`src/rtl/rsq_pkg.sv`:
```
package rsq_pkg;
  // Level carried on the internal core reset line
  typedef enum logic {
    LVL_HELD = 1'b0,
    LVL_RUN  = 1'b1
  } rsq_lvl_t;

  function automatic int rsq_max(input int a, input int b);
    return (a > b) ? a : b;
  endfunction
endpackage

```
`src/rtl/rsq_timer.sv`:
```
module rsq_timer #(
  parameter int W = 3
) (
  input  logic         clk,
  input  logic         rst_n,
  input  logic         load,
  input  logic [W-1:0] load_val,
  input  logic         stb,
  output logic         expire
);
  logic [W-1:0] cnt;

  always_ff @(posedge clk or negedge rst_n) begin
    if (!rst_n)                    cnt <= '0;
    else if (load)                 cnt <= load_val;
    else if (stb && cnt != '0)     cnt <= cnt - 1'b1;
  end

  assign expire = stb && !load && (cnt == W'(1));
endmodule

```
`src/rtl/rsq_delay.sv`:
```
module rsq_delay
  import rsq_pkg::*;
#(
  parameter int W        = 3,
  parameter int FALL_STB = 4,
  parameter int RISE_STB = 3
) (
  input  logic clk,
  input  logic rst_n,
  input  logic stb,
  input  logic run_bit,
  output logic core_rst_n,
  output logic fall_edge,
  output logic rise_done
);
  localparam logic [W-1:0] FALL_V = W'(FALL_STB);
  localparam logic [W-1:0] RISE_V = W'(RISE_STB);

  logic     run_q;
  rsq_lvl_t tgt;
  rsq_lvl_t core_lvl;
  logic     bit_edge;
  logic     tmr_exp;

  assign bit_edge  = run_q ^ run_bit;
  assign fall_edge = run_q & ~run_bit;

  rsq_timer #(.W(W)) u_tmr (
    .clk      (clk),
    .rst_n    (rst_n),
    .load     (bit_edge),
    .load_val (run_bit ? RISE_V : FALL_V),
    .stb      (stb),
    .expire   (tmr_exp)
  );

  always_ff @(posedge clk or negedge rst_n) begin
    if (!rst_n) begin
      run_q    <= 1'b0;
      tgt      <= LVL_HELD;
      core_lvl <= LVL_HELD;
    end else begin
      run_q <= run_bit;
      if (bit_edge) tgt      <= run_bit ? LVL_RUN : LVL_HELD;
      if (tmr_exp)  core_lvl <= tgt;
    end
  end

  assign core_rst_n = (core_lvl == LVL_RUN);
  assign rise_done  = tmr_exp && (tgt == LVL_RUN);


  core_step_chk: assert property (@(posedge clk) disable iff (!rst_n)
    !$stable(core_rst_n) |-> $past(stb));
endmodule

```
`src/rtl/rsq_window.sv`:
```
module rsq_window #(
  parameter int W        = 3,
  parameter int TAIL_STB = 2
) (
  input  logic clk,
  input  logic rst_n,
  input  logic stb,
  input  logic fall_edge,
  input  logic rise_done,
  input  logic resync_req,
  output logic flag,
  output logic cnt_rst,
  output logic accept
);
  localparam logic [W-1:0] TAIL_V = W'(TAIL_STB);

  logic req_q;
  logic tail_exp;

  rsq_timer #(.W(W)) u_tail (
    .clk      (clk),
    .rst_n    (rst_n),
    .load     (fall_edge | rise_done),
    .load_val (fall_edge ? '0 : TAIL_V),
    .stb      (stb),
    .expire   (tail_exp)
  );

  assign accept = resync_req & ~req_q & flag;

  always_ff @(posedge clk or negedge rst_n) begin
    if (!rst_n) begin
      flag    <= 1'b0;
      req_q   <= 1'b0;
      cnt_rst <= 1'b0;
    end else begin
      req_q   <= resync_req;
      cnt_rst <= accept;
      if (fall_edge)     flag <= 1'b1;
      else if (tail_exp) flag <= 1'b0;
    end
  end


  rst_pulse_chk: assert property (@(posedge clk) disable iff (!rst_n)
    cnt_rst |=> !cnt_rst);

  win_gate_chk: assert property (@(posedge clk) disable iff (!rst_n)
    cnt_rst |-> $past(flag));
endmodule

```
`src/rtl/rsq_gate.sv`:
```
module rsq_gate #(
  parameter int W        = 3,
  parameter int DATA_W   = 24,
  parameter int ZERO_STB = 5
) (
  input  logic              clk,
  input  logic              rst_n,
  input  logic              stb,
  input  logic              accept,
  input  logic              core_rst_n,
  input  logic              s_valid,
  output logic              s_ready,
  input  logic [DATA_W-1:0] s_data,
  output logic              m_valid,
  input  logic              m_ready,
  output logic [DATA_W-1:0] m_data
);
  localparam logic [W-1:0] ZERO_V = W'(ZERO_STB);

  logic zero_on;
  logic z_exp;

  rsq_timer #(.W(W)) u_zero (
    .clk      (clk),
    .rst_n    (rst_n),
    .load     (accept),
    .load_val (ZERO_V),
    .stb      (stb),
    .expire   (z_exp)
  );

  always_ff @(posedge clk or negedge rst_n) begin
    if (!rst_n)      zero_on <= 1'b0;
    else if (accept) zero_on <= 1'b1;
    else if (z_exp)  zero_on <= 1'b0;
  end

  assign m_valid = s_valid;
  assign s_ready = m_ready;
  assign m_data  = (core_rst_n && !zero_on) ? s_data : '0;


  held_zero_chk: assert property (@(posedge clk) disable iff (!rst_n)
    !core_rst_n |-> (m_data == '0));
endmodule

```
`src/rtl/dac_resync_seq.sv`:
```
module dac_resync_seq
  import rsq_pkg::*;
#(
  parameter int DATA_W   = 24,
  parameter int FALL_STB = 4,
  parameter int RISE_STB = 3,
  parameter int TAIL_STB = 2,
  parameter int ZERO_STB = 5
) (
  input  logic              clk,
  input  logic              rst_n,
  input  logic              smp_stb,
  input  logic              run_bit,
  input  logic              resync_req,
  input  logic              s_valid,
  output logic              s_ready,
  input  logic [DATA_W-1:0] s_data,
  output logic              m_valid,
  input  logic              m_ready,
  output logic [DATA_W-1:0] m_data,
  output logic              core_rst_n,
  output logic              zd_flag,
  output logic              cnt_rst
);
  localparam int MAXV  = rsq_max(rsq_max(FALL_STB, RISE_STB), rsq_max(TAIL_STB, ZERO_STB));
  localparam int CNT_W = $clog2(MAXV + 1);

  logic fall_edge;
  logic rise_done;
  logic accept;

  rsq_delay #(.W(CNT_W), .FALL_STB(FALL_STB), .RISE_STB(RISE_STB)) u_delay (
    .clk        (clk),
    .rst_n      (rst_n),
    .stb        (smp_stb),
    .run_bit    (run_bit),
    .core_rst_n (core_rst_n),
    .fall_edge  (fall_edge),
    .rise_done  (rise_done)
  );

  rsq_window #(.W(CNT_W), .TAIL_STB(TAIL_STB)) u_window (
    .clk        (clk),
    .rst_n      (rst_n),
    .stb        (smp_stb),
    .fall_edge  (fall_edge),
    .rise_done  (rise_done),
    .resync_req (resync_req),
    .flag       (zd_flag),
    .cnt_rst    (cnt_rst),
    .accept     (accept)
  );

  rsq_gate #(.W(CNT_W), .DATA_W(DATA_W), .ZERO_STB(ZERO_STB)) u_gate (
    .clk        (clk),
    .rst_n      (rst_n),
    .stb        (smp_stb),
    .accept     (accept),
    .core_rst_n (core_rst_n),
    .s_valid    (s_valid),
    .s_ready    (s_ready),
    .s_data     (s_data),
    .m_valid    (m_valid),
    .m_ready    (m_ready),
    .m_data     (m_data)
  );


  flag_rise_chk: assert property (@(posedge clk) disable iff (!rst_n)
    $rose(zd_flag) |-> !$past(run_bit));

  flag_fall_chk: assert property (@(posedge clk) disable iff (!rst_n)
    $fell(zd_flag) |-> (core_rst_n && $past(smp_stb)));

  zero_after_pulse_chk: assert property (@(posedge clk) disable iff (!rst_n)
    cnt_rst |-> (m_data == '0));
endmodule

```
`config.mk`:
```
export PLATFORM = sky130hd
export DESIGN_NAME = dac_resync_seq
export DESIGN_NICKNAME = d
export VERILOG_FILES = /design/src/rtl/rsq_pkg.sv /design/src/rtl/rsq_timer.sv /design/src/rtl/rsq_delay.sv /design/src/rtl/rsq_window.sv /design/src/rtl/rsq_gate.sv /design/src/rtl/dac_resync_seq.sv
export SDC_FILE = /design/constraint.sdc
export NUM_CORES = 1
export LEC_CHECK = 0
export ABC_CLOCK_PERIOD_IN_PS = 2700
export BUFFER_PORTS_ARGS = -buffer_cell sky130_fd_sc_hd__buf_2
export CORE_MARGIN = 5
export CORE_UTILIZATION = 45
export DETAILED_ROUTE_END_ITERATION = 8
export PLACE_DENSITY = 0.9
export SLEW_MARGIN = 0
export SYNTH_ARGS = -nofsm -noshare
export SYNTH_HDL_FRONTEND = slang
export SYNTH_HIERARCHICAL = 1
export SYNTH_SLANG_ARGS = --single-unit
```
`constraint.sdc`:
```
create_clock -name clk -period 2.7 [get_ports clk]
set_clock_uncertainty 0.1 [all_clocks]
set_input_delay 0.27 -clock clk [delete_from_list [all_inputs] [get_ports clk]]
set_output_delay 0.27 -clock clk [all_outputs]
set_load 0.005 [all_outputs]
```
==> results.sh <==
export IMPL_status="complete, no violations"
export IMPL_final_cells=208
export IMPL_final_setup_worst_slack_ns=0.347
export IMPL_start_util=0.477
export IMPL_synth_cell_types=22
export IMPL_first_global_vias=903
export IMPL_ys_flop_type="dfrtp_1"
export IMPL_synthArstFlopShare=1.00
export IMPL_cts_clk_slew_worst_paths_ns=0.10
export IMPL_end_kind="register"
export IMPL_hold_violations=0
export IMPL_synthCells=122
export IMPL_finalCoreUtilization=0.600
export IMPL_drc=0
export IMPL_crit_fanout=10
export IMPL_wire_per_inst_microns=12.3
export IMPL_grt_busiest_layer="met2"
export IMPL_place_gp_congestion=0.812
export IMPL_cts_buffers=3
export IMPL_grt_pass1_wl_mm=3.75
export IMPL_critPathBufInv=1
export IMPL_avgSynthCellArea_sq_um=9.78
export IMPL_slew_headroom=0.592
export IMPL_fillerInstances=223
export IMPL_placed_cells=202
export IMPL_viasPerCell=4.84
export IMPL_ios=60
export IMPL_chipHeight_microns=61.5
export IMPL_globalRouteMet3Util=0.0294
export IMPL_max_stage_delay_ns=0.55
export IMPL_vias=1006
export IMPL_cts_resized=0
export IMPL_drtPass1Iterations=4
export IMPL_grtUsageMet1=0.151
export IMPL_antenna_found_initial=0
export IMPL_yosysTopAreaCellShare=0.335
export IMPL_synth_top_cell_by_area="dfrtp_1"
export IMPL_clk_latency_ns=0.29
export IMPL_cts_tree="done"
export IMPL_insertedDiodeCount=0
export IMPL_grt_overflow=0
export IMPL_cts_sinks=16
export IMPL_ys_warn_count=6
export IMPL_die_width_microns=61.5
export IMPL_clk_path_buf_depth=2
export IMPL_path_delay_family="simple AND/OR/NAND/NOR gates"
export IMPL_cp_start_kind="register"
export IMPL_cp_required_ns=2.80
export IMPL_rsz0062_at_grt="false"
export IMPL_num_rows=18
export IMPL_antenna_left=0
export IMPL_final_nets=220
export IMPL_drt_iter0_drc=15
export IMPL_dp_slack_ns=0.274
export IMPL_p_per_area_mw_per_mm2=683
export IMPL_synthTopCellsByArea="dfrtp_1 34%, ha_1 10%, and2_2 8.2%"
export IMPL_syn_area_sq_mm=0.00119
export IMPL_worstSetupPathType="reg2reg"
export IMPL_finalCriticalPeriod_ns=2.35
export IMPL_met2_usage=0.233
export IMPL_leakage_nw=0.841
export IMPL_r2r_slack_ns=0.35
export IMPL_synthToLayoutAreaGrowth_pct=25.6
export IMPL_hold_path_class="in2reg"
export IMPL_yosysMostFrequentCell="dfrtp_1"
export IMPL_tns_ns=0
export IMPL_fin_crit_sh=0.872
export IMPL_drive_gt1_frac=0.461
export IMPL_core_area_sq_mm=0.00250
export IMPL_cts_root_buf="clkbuf_4"
export IMPL_htreeDepth=1
export IMPL_max_cap_violations=0
export IMPL_arrival_ns=2.45
export IMPL_finalWirelength_mm=2.55
export IMPL_slowest_stage="or4b_1"
export IMPL_report_final_slew_viol_count=0
export IMPL_synth_edf_count=0
export IMPL_grt_start_max_net_pins=25
export IMPL_fmax_mhz=425
export IMPL_setup_viol=0
export IMPL_port_buffers=55
export IMPL_finalPower_w=0.00102
export IMPL_die_area_sq_mm=0.00378
export IMPL_ys_seq_elements=16
export IMPL_synthTopCellsByCount="16 x dfrtp_1, 14 x inv_1, 13 x and2_2, 13 x nand2_1, 12 x and2_1"
export IMPL_dp_hpwl_mm=2.10
export IMPL_peakVddDrop_mv=0.472
export IMPL_grt_use_total=0.131
export IMPL_yosysSeqAreaShare=0.335
export IMPL_path_cells="ha_1 > inv_1 > nor3_1 > and2_1 > or2_1 > or4b_1 > o311ai_1"
export IMPL_worst_pin_slew_ns=0.610
## stage by stage
step	area [sq um]	hold slack [ns]
after floorplan	1200	-0.126
after global placement	1440	0.101
after detailed placement	1440	0.107
after CTS	1500	0.0308
after global routing	1500	0.0345
final	1500	0.0341
## cell type report
type	instances	area, sq um	share of cell area
clock buffer	4	36.3	0.0242
inverter	14	52.6	0.0351
sequential	16	400	0.267
multi-input combinational	87	677	0.452
timing repair buffer	57	295	0.197
tap	30	37.5	0.0250
## registers in the layout, indices dropped and copies added, names as in the netlist
register	cells
u_delay/core_rst_n	1
u_gate/zero_on	1
u_delay/u_tmr/cnt	3
u_gate/u_zero/cnt	3
u_window/cnt_rst	1
u_delay/run_q	1
u_window/u_tail/cnt	3
u_delay/tgt	1
u_window/req_q	1
u_window/flag	1
## cell usage in the layout, fill, tap and decap left out, drive strengths merged
| cell | instances |
|---|---|
| ha | 10 |
| mux2 | 2 |
| or4b | 9 |
| clkbuf | 4 |
| a21o | 1 |
| conb | 5 |
| nand2 | 13 |
| inv | 14 |
| o211ai | 3 |
| nor2b | 4 |
| nand2b | 3 |
| dlygate4sd3 | 2 |
| nor3 | 3 |
| o311ai | 6 |
| and2 | 25 |
| o21ai | 1 |
| buf | 55 |
| dfrtp | 16 |
| or2 | 1 |
| nor2 | 1 |
## power by group
part	leakage (nW)	internal, W	total [W]	switching [W]
sequential	0.189	0.000320	0.000374	0.0000538
combinational	0.631	0.000254	0.000486	0.000232
clock	0.0210	0.0000822	0.000164	0.0000820
total	0.841	0.000656	0.00102	0.000368
## path summary, 6_finish.rpt
kind | from | endpoint | cells past startpoint
worst min register to register | u_window/flag$_DFFE_PN0P_ | u_window/flag$_DFFE_PN0P_ | 2
max in group asynchronous | rst_n | u_gate/u_zero/cnt[1]$_DFFE_PN0P_ | 2
min in group asynchronous | rst_n | u_delay/u_tmr/cnt[0]$_DFFE_PN0P_ | 2
worst max register to register | u_delay/run_q$_DFF_PN0_ | u_window/u_tail/cnt[1]$_DFFE_PN0P_ | 7
worst max-delay path | u_delay/run_q$_DFF_PN0_ | u_window/u_tail/cnt[1]$_DFFE_PN0P_ | 7
worst min-delay path | run_bit | u_delay/run_q$_DFF_PN0_ | 1
## worst register-to-register path: stages, from the launching register on
cell      delay [ns]
dfrtp_1         0.38
ha_1            0.31
inv_1           0.23
nor3_1          0.12
and2_1          0.17
or2_1           0.31
or4b_1          0.55
o311ai_1        0.08
## cells by family after synthesis
logic type | after synthesis | synth area share
DFF | 16 | 0.335
adders and majority gates | 10 | 0.105
AOI/OAI and AO/OA | 11 | 0.0870
and+or+nand+nor | 59 | 0.334
buffers and inverters | 21 | 0.104
other | 3 | 0.00943
muxes | 2 | 0.0252
## timing repair
item	CTS	global route
hold endpoints to repair	17	0
buffers inserted	0	0
hold buffers	2	0
## routing by layer
layer | wire [microns] | part of all wire | vias to the layer above
li1 | - | - | 506
met1 | 971 | 0.38 | 458
met2 | 1250 | 0.49 | 39
met3 | 304 | 0.12 | 3
met4 | 26 | 0.010 | 0
met5 | 0 | 0 | -
Note: power is estimated with default switching activity, not from simulation.
